[src/rtl/csr_beng_pkg.sv]
`timescale 1ns/1ps
package csr_beng_pkg;
  typedef enum logic [1:0] {
    CMD_IDLE = 2'b00,
    CMD_RD   = 2'b01,
    CMD_WR   = 2'b10
  } csr_cmd_e;

  typedef enum logic [1:0] {
    ST_IDLE,
    ST_CMD,
    ST_DATA,
    ST_FLUSH
  } beng_st_e;
endpackage

[src/rtl/csr_beng_walk.sv]
`timescale 1ns/1ps
module csr_beng_walk #(
  parameter int AW = 8,
  parameter int SW = 3
) (
  input  logic          clk_i,
  input  logic          rst_ni,
  input  logic          load_i,
  input  logic          step_i,
  input  logic [AW-1:0] addr_i,
  input  logic [SW-1:0] size_i,
  input  logic          same_i,
  output logic [AW-1:0] addr_o,
  output logic [SW-1:0] rem_o,
  output logic          same_o,
  output logic          last_o
);
  logic [AW-1:0] addr_q;
  logic [SW-1:0] rem_q;
  logic          same_q;

  always_ff @(posedge clk_i or negedge rst_ni) begin
    if (!rst_ni) begin
      addr_q <= '0;
      rem_q  <= '0;
      same_q <= 1'b0;
    end else if (load_i) begin
      addr_q <= addr_i;
      rem_q  <= size_i;
      same_q <= same_i;
    end else if (step_i) begin
      rem_q <= rem_q - 1'b1;
      if (!same_q) addr_q <= addr_q + 1'b1;
    end
  end

  assign addr_o = addr_q;
  assign rem_o  = rem_q;
  assign same_o = same_q;
  assign last_o = (rem_q == '0);


  step_not_last_chk: assert property (@(posedge clk_i) disable iff (!rst_ni)
    step_i |-> !last_o);

  seq_inc_chk: assert property (@(posedge clk_i) disable iff (!rst_ni)
    (step_i && !same_q) |=> (addr_q == $past(addr_q) + 1'b1));

  same_hold_chk: assert property (@(posedge clk_i) disable iff (!rst_ni)
    (step_i && same_q) |=> $stable(addr_q));
endmodule

[src/rtl/csr_beng_irq.sv]
`timescale 1ns/1ps
module csr_beng_irq #(
  parameter int DW = 8
) (
  input  logic          clk_i,
  input  logic          rst_ni,
  input  logic          irq_i,
  input  logic [DW-1:0] vec_i,
  output logic          push_o,
  output logic [DW-1:0] vec_o
);
  logic          irq_q, push_q;
  logic [DW-1:0] vec_q;
  logic          rise;

  assign rise = irq_i & ~irq_q;

  always_ff @(posedge clk_i or negedge rst_ni) begin
    if (!rst_ni) begin
      irq_q  <= 1'b0;
      push_q <= 1'b0;
      vec_q  <= '0;
    end else begin
      irq_q  <= irq_i;
      push_q <= rise;
      if (rise) vec_q <= vec_i;
    end
  end

  assign push_o = push_q;
  assign vec_o  = vec_q;


  irq_once_chk: assert property (@(posedge clk_i) disable iff (!rst_ni)
    push_o |=> !push_o);
endmodule

[src/rtl/csr_beng_ctrl.sv]
`timescale 1ns/1ps
module csr_beng_ctrl
  import csr_beng_pkg::*;
#(
  parameter int SW   = 3,
  parameter int DW   = 8,
  parameter int TIDW = 4,
  parameter int TGTW = 3
) (
  input  logic            clk_i,
  input  logic            rst_ni,
  input  logic            req_vld_i,
  input  logic            req_wr_i,
  input  logic [TIDW-1:0] req_tid_i,
  input  logic [TGTW-1:0] req_tgt_i,
  output logic            req_pop_o,
  input  logic            wd_vld_i,
  output logic            wd_pop_o,
  input  logic            last_i,
  input  logic [SW-1:0]   rem_i,
  output logic            step_o,
  output logic [1:0]      csr_cmd_o,
  input  logic            csr_ack_i,
  input  logic            csr_vld_i,
  input  logic            csr_err_i,
  input  logic [DW-1:0]   csr_rdata_i,
  output logic            rsp_push_o,
  output logic            rsp_err_o,
  output logic [TIDW-1:0] rsp_tid_o,
  output logic [TGTW-1:0] rsp_tgt_o,
  output logic [DW-1:0]   rsp_data_o
);
  beng_st_e        st_q;
  logic            wr_q;
  logic [TIDW-1:0] tid_q;
  logic [TGTW-1:0] tgt_q;
  logic [SW-1:0]   fl_q;

  logic cmd_live, acc, fin_err, fin_ok, fl_pop;
  csr_cmd_e cmd;

  always_comb begin
    req_pop_o = (st_q == ST_IDLE) && req_vld_i;
    cmd_live  = (st_q == ST_CMD) && (!wr_q || wd_vld_i);
    if (!cmd_live)  cmd = CMD_IDLE;
    else if (wr_q)  cmd = CMD_WR;
    else            cmd = CMD_RD;
    acc       = cmd_live && csr_ack_i;
    fin_err   = (st_q == ST_DATA) && csr_err_i;
    fin_ok    = (st_q == ST_DATA) && !csr_err_i && csr_vld_i;
    fl_pop    = (st_q == ST_FLUSH) && wd_vld_i;
    step_o    = fin_ok && !last_i;
    wd_pop_o  = (acc && wr_q) || fl_pop;
    rsp_push_o = fin_err || (fin_ok && (!wr_q || last_i));
    rsp_err_o  = fin_err;
    rsp_data_o = (fin_ok && !wr_q) ? csr_rdata_i : '0;
  end

  assign csr_cmd_o = cmd;
  assign rsp_tid_o = tid_q;
  assign rsp_tgt_o = tgt_q;

  always_ff @(posedge clk_i or negedge rst_ni) begin
    if (!rst_ni) begin
      st_q  <= ST_IDLE;
      wr_q  <= 1'b0;
      tid_q <= '0;
      tgt_q <= '0;
      fl_q  <= '0;
    end else begin
      unique case (st_q)
        ST_IDLE: if (req_vld_i) begin
          wr_q  <= req_wr_i;
          tid_q <= req_tid_i;
          tgt_q <= req_tgt_i;
          st_q  <= ST_CMD;
        end
        ST_CMD: if (acc) st_q <= ST_DATA;
        ST_DATA: begin
          if (fin_err) begin
            // drop write words the cancelled chunks would have used
            if (wr_q && !last_i) begin
              fl_q <= rem_i;
              st_q <= ST_FLUSH;
            end else begin
              st_q <= ST_IDLE;
            end
          end else if (fin_ok) begin
            st_q <= last_i ? ST_IDLE : ST_CMD;
          end
        end
        ST_FLUSH: if (fl_pop) begin
          fl_q <= fl_q - 1'b1;
          if (fl_q == SW'(1)) st_q <= ST_IDLE;
        end
        default: st_q <= ST_IDLE;
      endcase
    end
  end


  cmd_legal_chk: assert property (@(posedge clk_i) disable iff (!rst_ni)
    csr_cmd_o != 2'b11);

  one_out_chk: assert property (@(posedge clk_i) disable iff (!rst_ni)
    (csr_cmd_o != 2'b00 && csr_ack_i) |=> csr_cmd_o == 2'b00);

  data_gate_chk: assert property (@(posedge clk_i) disable iff (!rst_ni)
    wd_pop_o |-> wd_vld_i);

  err_stop_chk: assert property (@(posedge clk_i) disable iff (!rst_ni)
    (rsp_push_o && rsp_err_o) |=> csr_cmd_o == 2'b00);
endmodule

[src/rtl/csr_burst_engine.sv]
`timescale 1ns/1ps
module csr_burst_engine #(
  parameter int AW   = 8,
  parameter int DW   = 8,
  parameter int SW   = 3,
  parameter int TIDW = 4,
  parameter int TGTW = 3
) (
  input  logic            clk_i,
  input  logic            rst_ni,
  input  logic            req_vld_i,
  input  logic            req_wr_i,
  input  logic            req_same_i,
  input  logic [SW-1:0]   req_size_i,
  input  logic [AW-1:0]   req_addr_i,
  input  logic [TIDW-1:0] req_tid_i,
  input  logic [TGTW-1:0] req_tgt_i,
  output logic            req_pop_o,
  input  logic            wd_vld_i,
  input  logic [DW-1:0]   wd_data_i,
  output logic            wd_pop_o,
  output logic [AW-1:0]   csr_addr_o,
  output logic [1:0]      csr_cmd_o,
  output logic [DW-1:0]   csr_wdata_o,
  output logic            csr_same_o,
  output logic [SW-1:0]   csr_rem_o,
  input  logic            csr_ack_i,
  input  logic [DW-1:0]   csr_rdata_i,
  input  logic            csr_vld_i,
  input  logic            csr_err_i,
  input  logic            csr_irq_i,
  output logic            rsp_push_o,
  output logic            rsp_err_o,
  output logic [TIDW-1:0] rsp_tid_o,
  output logic [TGTW-1:0] rsp_tgt_o,
  output logic [DW-1:0]   rsp_data_o,
  output logic            irq_push_o,
  output logic [DW-1:0]   irq_vec_o
);
  logic          step, last;
  logic [SW-1:0] rem;
  logic [1:0]    cmd;

  csr_beng_walk #(.AW(AW), .SW(SW)) u_walk (
    .clk_i  (clk_i),
    .rst_ni (rst_ni),
    .load_i (req_pop_o),
    .step_i (step),
    .addr_i (req_addr_i),
    .size_i (req_size_i),
    .same_i (req_same_i),
    .addr_o (csr_addr_o),
    .rem_o  (rem),
    .same_o (csr_same_o),
    .last_o (last)
  );

  csr_beng_ctrl #(.SW(SW), .DW(DW), .TIDW(TIDW), .TGTW(TGTW)) u_ctrl (
    .clk_i       (clk_i),
    .rst_ni      (rst_ni),
    .req_vld_i   (req_vld_i),
    .req_wr_i    (req_wr_i),
    .req_tid_i   (req_tid_i),
    .req_tgt_i   (req_tgt_i),
    .req_pop_o   (req_pop_o),
    .wd_vld_i    (wd_vld_i),
    .wd_pop_o    (wd_pop_o),
    .last_i      (last),
    .rem_i       (rem),
    .step_o      (step),
    .csr_cmd_o   (cmd),
    .csr_ack_i   (csr_ack_i),
    .csr_vld_i   (csr_vld_i),
    .csr_err_i   (csr_err_i),
    .csr_rdata_i (csr_rdata_i),
    .rsp_push_o  (rsp_push_o),
    .rsp_err_o   (rsp_err_o),
    .rsp_tid_o   (rsp_tid_o),
    .rsp_tgt_o   (rsp_tgt_o),
    .rsp_data_o  (rsp_data_o)
  );

  csr_beng_irq #(.DW(DW)) u_irq (
    .clk_i  (clk_i),
    .rst_ni (rst_ni),
    .irq_i  (csr_irq_i),
    .vec_i  (csr_rdata_i),
    .push_o (irq_push_o),
    .vec_o  (irq_vec_o)
  );

  assign csr_cmd_o   = cmd;
  assign csr_rem_o   = rem;
  assign csr_wdata_o = (cmd == 2'b10) ? wd_data_i : '0;
endmodule

[config.mk]
export PLATFORM = sky130hd
export DESIGN_NAME = csr_burst_engine
export DESIGN_NICKNAME = d
export VERILOG_FILES = /design/src/rtl/csr_beng_pkg.sv /design/src/rtl/csr_beng_walk.sv /design/src/rtl/csr_beng_irq.sv /design/src/rtl/csr_beng_ctrl.sv /design/src/rtl/csr_burst_engine.sv
export SDC_FILE = /design/constraint.sdc
export NUM_CORES = 1
export LEC_CHECK = 0
export BUFFER_PORTS_ARGS = -buffer_cell sky130_fd_sc_hd__buf_2
export CELL_PAD_IN_SITES_DETAIL_PLACEMENT = 0
export CELL_PAD_IN_SITES_GLOBAL_PLACEMENT = 1
export CORE_MARGIN = 2
export CORE_UTILIZATION = 30
export DETAILED_ROUTE_END_ITERATION = 8
export PLACE_DENSITY = 0.85
export SYNTH_ARGS = -nofsm -noshare
export SYNTH_HDL_FRONTEND = slang
export SYNTH_SLANG_ARGS = --single-unit
[constraint.sdc]
create_clock -name clk_i -period 2 [get_ports clk_i]
set_input_delay 0.1 -clock clk_i [delete_from_list [all_inputs] [get_ports clk_i]]
set_output_delay 0.1 -clock clk_i [all_outputs]
set_load 0.02 [all_outputs]
-- Word level (Yosys, flattened, before mapping)
Index checks and enable logic that the tools add are counted.
Widths: inputs -> output; s select.
- register bits after elaboration: 35
- bits of input ports: 44
- output and inout port bits: 50
- word-level logic and storage cells: 78
- add/sub/neg operators: 3
- equality and inequality tests: 13
- mux-type cells: 22
- bitwise operators: 2
- reductions and logical operators: 27
- operators with widths (operator ; count):
    $mux 8 ; 5
    $mux 2 ; 9
    $mux 3 ; 5
    $logic_and 1x1->1 ; 12
    $ne 2x2->1 const B ; 5
    $add 8x1->8 const B ; 1
    $pmux 2 s4 ; 1
    $eq 2x2->1 const B ; 3
    $pmux 3 s2 ; 1
    $sub 3x1->3 const B ; 2
    $reduce_and 5->1 ; 1
    $logic_or 1x1->1 ; 4
    $ne 2x1->1 const B ; 2
    $reduce_and 2->1 ; 2
    $reduce_and 4->1 ; 1
    $reduce_bool 2->1 ; 2
    $eq 3x1->1 const B ; 1
    $logic_not 1->1 ; 3
    $logic_not 3->1 ; 1
    $ne 3x2->1 const B ; 1
    $eq 2x1->1 const B ; 1
    $logic_not 2->1 ; 1
    $and 1x1->1 ; 1
    $mux 1 ; 1
    $not 1->1 ; 1

-- Depth between registers and ports, before layout
Gate-level depths: netlist (run 1).
- word-level depth: 6
- mapped depth: 7
- depth with buffers taken out: 7

-- By module
A second synthesis (run 1) with hierarchy kept.
- cells, all modules: 177
- area, all modules: 2030.7 um^2
- by module, submodules not included (module ; instances ; cells each ; area each (um^2) ; seq. area each (um^2)):
    csr_beng_ctrl ; 1 ; 81 ; 893.4 ; 325.3
    csr_beng_walk ; 1 ; 68 ; 663.1 ; 300.3
    csr_beng_irq ; 1 ; 20 ; 404.1 ; 250.2
    csr_burst_engine ; 1 ; 8 ; 70.1 ; 0.0

-- Worst setup path after synthesis (run 1)
Ideal clock, no wire load.
- path kind: flip-flop to flip-flop
- start: register u_walk.rem_q[0] (netlist: u_walk.rem_o[0])
- end: register u_walk.addr_q[5] (netlist: u_walk.addr_o[5])
- setup time: 0.125 ns
- data arrival time: 2.021 ns
- data required time: 1.875 ns
- slack: -0.146 ns
- cell stages (with the launch flop): 8
- path buffers: 0
- period minus slack after synthesis: 2.146 ns
- cells stage by stage: dfrtp_1 inv_1 ha_1 ha_1 or3b_4 nor4_2 xor2_1 mux2_2
- cells in the longest elaborated chain, start to end: 5
- RTL lines (element ; RTL line ; RTL):
    start: declaration ; csr_beng_walk.sv:19 ; logic [SW-1:0] rem_q;
    start signal: assignment ; csr_beng_walk.sv:29 ; rem_q <= size_i;
    start signal: assignment ; csr_beng_walk.sv:32 ; rem_q <= rem_q - 1'b1;
    $logic_not 3->1 ; csr_beng_walk.sv:40 ; assign last_o = (rem_q == '0);
    $logic_not 1->1 ; csr_beng_ctrl.sv:52 ; step_o = fin_ok && !last_i;
    $logic_and 1x1->1 ; csr_beng_ctrl.sv:52 ;
    $reduce_bool 2->1 (no source line) ; -- ;
    $reduce_and 2->1 (no source line) ; -- ;
    end signal: assignment ; csr_beng_walk.sv:28 ; addr_q <= addr_i;
    end signal: assignment ; csr_beng_walk.sv:33 ; if (!same_q) addr_q <= addr_q + 1'b1;
    end: declaration ; csr_beng_walk.sv:18 ; logic [AW-1:0] addr_q;
No other way between the ends.
A chain may end at the register's enable or synchronous reset.

-- Worst setup path in the final report (run 1)
- start: register u_walk.rem_q[0] (netlist: u_walk.rem_o[0])
- end: register u_walk.addr_q[6] (netlist: u_walk.addr_o[6])
Same word-level chain as after synthesis.

==> impl_metrics.toml, run 1 <==
[logic_synthesis]
synthTopCellsByCount = "dfrtp_1, and2_1, nand2_1"
ys_async_sr_fraction_pct = 100
yosysTopAreaCell = "dfrtp_1"
syn_area_sq_um = 1870
synth.area.top_cells = "dfrtp_1, mux2_1, and2_1"
syn_avg_cell_area_sq_um = 10.5
synthCells = 179
synth_edf_count = 0
yosys_warnings = 0
ys_seq_area_share_pct = 46.8
ys_seq_elements = 35
synth_top_area_share_pct = 46.8
yosysMostFrequentCell = "dfrtp_1"
syn_nets = 228
synth_mux_area_share_pct = 12.4
synth-simple-area-share_pct = 21.2
synth_compound_area_share_pct = 9.62
synth_cell_types = 38
synth_xor_xnor_area_share_pct = 3.27
synthFlopType = "dfrtp_1"
synth_top_family_by_area = "simple AND/OR/NAND/NOR gates"
synthAdderAreaFrac_pct = 3.34

[power_and_ir_drop]
p_int_mw = 1.92
p_seq_share_pct = 36.7
p_switching_mw = 1.42
ir_drop_mv = 0.686
p_leak_nw = 1.29
clockPowerShare_pct = 14.6
swShare_pct = 42.5
powerDensity_nw_per_um2 = 1290
p_comb_share_pct = 48.8

[die]
die_w_um = 83.0
num_rows = 28
die_y_um = 83.0
io_pins = 94
dieArea_sq_um = 6890
coreArea_sq_um = 5990
start_util_pct = 31.3

[routing]
wl_met2_mm = 2.03
antenna_left = 0
drt_wl_total_mm = 4.43
viasPerCell = 4.60
top_layer = "met4"
drc = 0
drt_iter0_drc = 102
wl_met3_um = 398
num_vias = 1650
met1_length_mm = 1.98
route.detailed.wl_per_inst_um = 12.3
drtPass1Iterations = 4

[clocking]
cts_buffers = 5
cts_num_sinks = 35
clockBufferDepth = 2
cts.reportedPaths.clkPinSlew_ps = 70
cts_max_level = 2
root_buffer = "clkbuf_8"
clk_latency_ps = 280
cts_tree = "done"

[setup_path]
r2r_cells = 7
cp_max_fo = 5
cp.required_ps = 2160
reg2reg_slack_ps = 40
r2r-start = "u_walk.rem_o[0]"
slowest_stage = "or3b_4"
critPathKind = "reg -> reg"
slowest_delay_ps = 430
end_kind = "register"
crit_chain = "inv_1 > ha_1 > ha_1 > or3b_4 > nor4_2 > xor2_1 > mux2_2"
cp.arrival_ps = 2120
critPathBufInv = 1
crit_family = "simple AND/OR/NAND/NOR gates"
rr_endpoint = "u_walk.addr_o[6]"
cpMostUsedCell = "ha_1"
startpoint_type = "register"

[sta]
slew_viol_final = 0
fin_setup_tns_ps = 0
max-slew-margin-rel_pct = 71.0
finalCritPeriodShare_pct = 97.9
rsz0062_at_grt = "no"
finalWorstSetupSlack_ps = 42.0
fmax_mhz = 511
setup_viol = 0
hold_violations = 0
finalCriticalPeriod_ps = 1960
skew_ps = 2.59
worst_slew_pin_slew_ps = 435

[place]
placed_area_sq_um = 2480
routabilityCongestion = 0.763
placedCellCount = 349
pre_cts_slack_ps = 116
place_hpwl_mm = 3.37
io_buffers = 93

[global_routing]
grt_overflow = 0
grt_antenna_before_repair = 0
grt.total_usage_pct = 13.5
grt_pass1_vias = 1641
grt_pass1_wl_mm = 7.63
grt_max_degree = 36

[min_path]
hp-class = "in -> reg"
holdPathStages = 3
hold_start = "req_wr_i"
hold_end = "u_ctrl.wr_q"

[final_layout]
final_cell_count_no_fill = 359
design_area_sq_um = 2600
final_layout_size_suffix_gt1_share_pct = 45.1
nets = 332
diodes = 0
synthToLayoutAreaGrowth_pct = 38.6

[run_status]
status = "finished, final reports clean"

[flow_run]
max_cap_viol_count = 0
## state kept, by name (all words and copies together) (netlist names)
signal	count
u_ctrl.fl_q	3
u_ctrl.rsp_tgt_o	3
u_ctrl.rsp_tid_o	4
u_ctrl.st_q	2
u_ctrl.wr_q	1
u_irq.irq_q	1
u_irq.push_o	1
u_irq.vec_o	8
u_walk.addr_o	8
u_walk.rem_o	3
u_walk.same_o	1
## repair_timing
| action | 4_1_cts | 5_1_grt |
|---|---|---|
| endpoints found under the setup margin | 8 | 8 |
| setup buffers | 0 | 0 |
| hold endpoints to repair | 36 | 0 |
| hold buffers | 2 | 0 |
| resized for setup | 1 | 2 |
## area by class of cell
type                    count  area, sq um
fillers                   592         3390
clock inverters             1         5.00
multi-input cells         128          952
inverters                   8         30.0
repair buffers            105          561
well taps                  75         93.8
flip-flops and latches     35          878
clock buffers               7         76.3
## per-stage QoR
stage	hold slack, ps	utilization, %	total power, mW
final	29.8	43.3	3.34
after global routing	24.5	43.3	3.62
after CTS	21.9	43.2	3.39
after detailed placement	169	41.4	2.87
after global placement	173	41.4	2.84
after floorplan	-196	-	2.27
## cell families after synthesis
logic type,after synthesis
AOI/OAI and AO/OA,31
xor gates and xnor gates,7
adders and majority gates,5
buffers and inverters,16
DFF,35
muxes,21
and+or+nand+nor,64
## power groups by stage
| stage | Clock, mW | Sequential [mW] | Combinational (mW) |
|---|---|---|---|
| floorplan | 0 | 1.46 | 0.810 |
| global placement | 0 | 1.22 | 1.62 |
| detailed placement | 0 | 1.23 | 1.64 |
| CTS | 0.511 | 1.22 | 1.66 |
| global route | 0.544 | 1.27 | 1.81 |
| finish | 0.487 | 1.23 | 1.63 |
## cells in the final DEF, fill, tap and decap left out, drive strengths merged, types with 4 or more instances in the layout
cell	n
and2	17
a21oi	5
mux2	18
nor2	6
nand2	16
clkbuf	7
o21ai	17
dfrtp	35
buf	103
inv	8
nand2b	5
ha	5
xnor2	4
## layer usage
metal	GRT usage, %	vias up
met5	0	-
li1	-	830
met4	3.58	0
met1	17.4	742
met3	4.57	2
met2	21.6	76
## worst max-delay path by stage
stage / slack, ps / to / from / cells past startpoint
final: 40 / u_walk.addr_o[6] / u_walk.rem_o[0] / 7
after global routing: 4 / u_walk.addr_o[6] / u_walk.rem_o[0] / 7
after CTS: 1 / rsp_data_o[0] / u_ctrl.st_q[1] / 4
after detailed placement: 120 / u_walk.addr_o[5] / u_walk.rem_o[0] / 7
after global placement: 150 / u_walk.addr_o[5] / u_walk.rem_o[0] / 7
after floorplan: 30 / u_walk.addr_o[5] / u_walk.rem_o[0] / 7
## worst reg2reg max path, stage by stage, from the launching register on
cell     delay [ps]
dfrtp_2         360
inv_1            50
ha_1            190
ha_1            190
or3b_4          430
nor4_2          220
xor2_1          130
mux2_2          270
(Power assumes the default switching activity.)
==> run 2: changes to the inputs <==
Settings changed: MAX_ROUTING_LAYER set to met4, SETUP_SLACK_MARGIN set to 0.1.
==> run 2 against run 1 <==
Against the previous run:
- core utilization is 0.38 points higher
- clock-buffer cell count down 1
- sequential power is essentially flat
- via count increased by 0.97%
- non-clock buffer count decreased by 4
- clock skew is 3.6 ps higher
- global-route usage up 0.52 points
- register-to-register slack better by 90 ps
- wire length increased by 4.4%
- combinational power is 4% higher
- cell area is 0.87% higher
- largest cell class unchanged
- largest power group unchanged
- highest routed layer unchanged
==> impl_metrics.toml, run 2 (same netlist as run 1, synthesis figures left out) <==
[sta]
skew_ps = 6.17
slew_viol_final = 0
whs_ps = 18.1
finalCritPeriodShare_pct = 93.3
worst_slew_pin_slew_ps = 801
finalWorstSetupSlack_ps = 134
setup_viol = 0
hold_violations = 0
finalCriticalPeriod_ps = 1870
max-slew-margin-rel_pct = 46.6
rsz0062_at_grt = "yes"
fin_setup_tns_ps = 0
fmax_mhz = 536

[final_layout]
synthToLayoutAreaGrowth_pct = 39.8
diodes = 0
seq_area_sq_um = 878
final_layout_size_suffix_gt1_share_pct = 45.7
nets = 328
final_cell_mix = "buf_2, dfrtp_1, and2_1, nand2_1"
final_util_pct = 43.7
design_area_sq_um = 2620
final_common_cell = "buf_2"
multi_input_area_sq_um = 1000
final_cell_count_no_fill = 355
n_fill_cell = 597

[power_and_ir_drop]
p_leak_nw = 1.29
powerDensity_nw_per_um2 = 1310
ir_drop_mv = 0.862
finalPower_mw = 3.42

[routing]
num_vias = 1666
drc = 0
drtPass1Iterations = 4
drt_wl_total_mm = 4.62
route.detailed.wl_per_inst_um = 13.0
drt_iter0_drc = 121
viasPerCell = 4.69
antenna_left = 0

[setup_path]
crit_family = "simple AND/OR/NAND/NOR gates"
cp.arrival_ps = 2040
critPathKind = "reg -> reg"
slowest_delay_ps = 430
crit_chain = "inv_1 > ha_2 > ha_4 > or3b_4 > nor4_4 > xor2_1 > mux2_2"
slowest_stage = "or3b_4"
end_kind = "register"
cp.required_ps = 2170
startpoint_type = "register"
cp_max_fo = 7
critPathBufInv = 1

[run_status]
status = "finished, final reports clean"

[clocking]
cts_buffers = 5
cts_max_level = 2
cts.reportedPaths.clkPinSlew_ps = 80
clockBufferDepth = 2
cts_tree = "done"
clk_latency_ps = 280
root_buffer = "clkbuf_8"
cts_num_sinks = 35

[global_routing]
grt_pass1_wl_mm = 7.78
grt_antenna_before_repair = 0
grt_max_degree = 36
grt_overflow = 0
grt_pass1_vias = 1666
grt.total_usage_pct = 14.0

[place]
pre_cts_slack_ps = 107
io_buffers = 93
place_hpwl_mm = 3.41
placed_area_sq_um = 2460
routabilityCongestion = 0.785
placedCellCount = 344

[die]
start_util_pct = 31.3
num_rows = 28
die_y_um = 83.0
io_pins = 94
dieArea_sq_um = 6890
die_w_um = 83.0
coreArea_sq_um = 5990

[min_path]
hp-class = "in -> reg"

[flow_run]
max_cap_viol_count = 0
## run 2: worst register-to-register path, delay by kind of cell, from the launching register on
kind	cells	cell delay [ps]
buffers and inverters	1	50
adder cells (fa/ha/maj)	2	360
flip-flops	1	390
XOR/XNOR	1	110
multiplexers	1	260
AND/OR/NAND/NOR	2	590
## run 2: where the power goes
part | switching [mW] | internal, mW | total, mW
clock | 0.265 | 0.244 | 0.509
sequential | 0.245 | 0.985 | 1.23
combinational | 0.985 | 0.701 | 1.69
## run 2: worst paths after layout
| check | startpoint | end | slack, ps | cells after the start |
|---|---|---|---|---|
| max | u_walk.rem_o[1] | u_walk.addr_o[5] | 130 | 7 |
| min | req_addr_i[0] | u_walk.addr_o[0] | 20 | 3 |
| max reg2reg | u_walk.rem_o[1] | u_walk.addr_o[5] | 130 | 7 |
| min reg2reg | u_ctrl.rsp_tid_o[2] | u_ctrl.rsp_tid_o[2] | 480 | 1 |
| max in group asynchronous | rst_ni | u_walk.rem_o[1] | 1000 | 2 |
| min in group asynchronous | rst_ni | u_walk.rem_o[0] | 450 | 2 |
## run 2: repair_timing
item	4_1_cts	5_1_grt
setup endpoints to repair	19	13
endpoints found under the hold margin	36	0
pin swaps	0	2
resized for setup	5	2
setup buffers	1	0
hold buffers	2	0
cloned	0	0
## run 2: metal layers
layer	GRT usage (%)	share of wire, %	up-vias	wire, um
met5	-	0	-	0
met4	2.38	0.26	0	12
met3	4.67	7.6	2	351
met2	22.8	47	77	2180
met1	17.2	45	766	2070
li1	-	-	821	-
## run 2: cell type report
class                      count  area share [%]
clock inverter                 2           0.478
inverter                       8            1.15
sequential                    35            33.5
clock buffer                   6            2.77
timing repair buffer         101            20.3
tap                           75            3.58
multi-input combinational    128            38.2
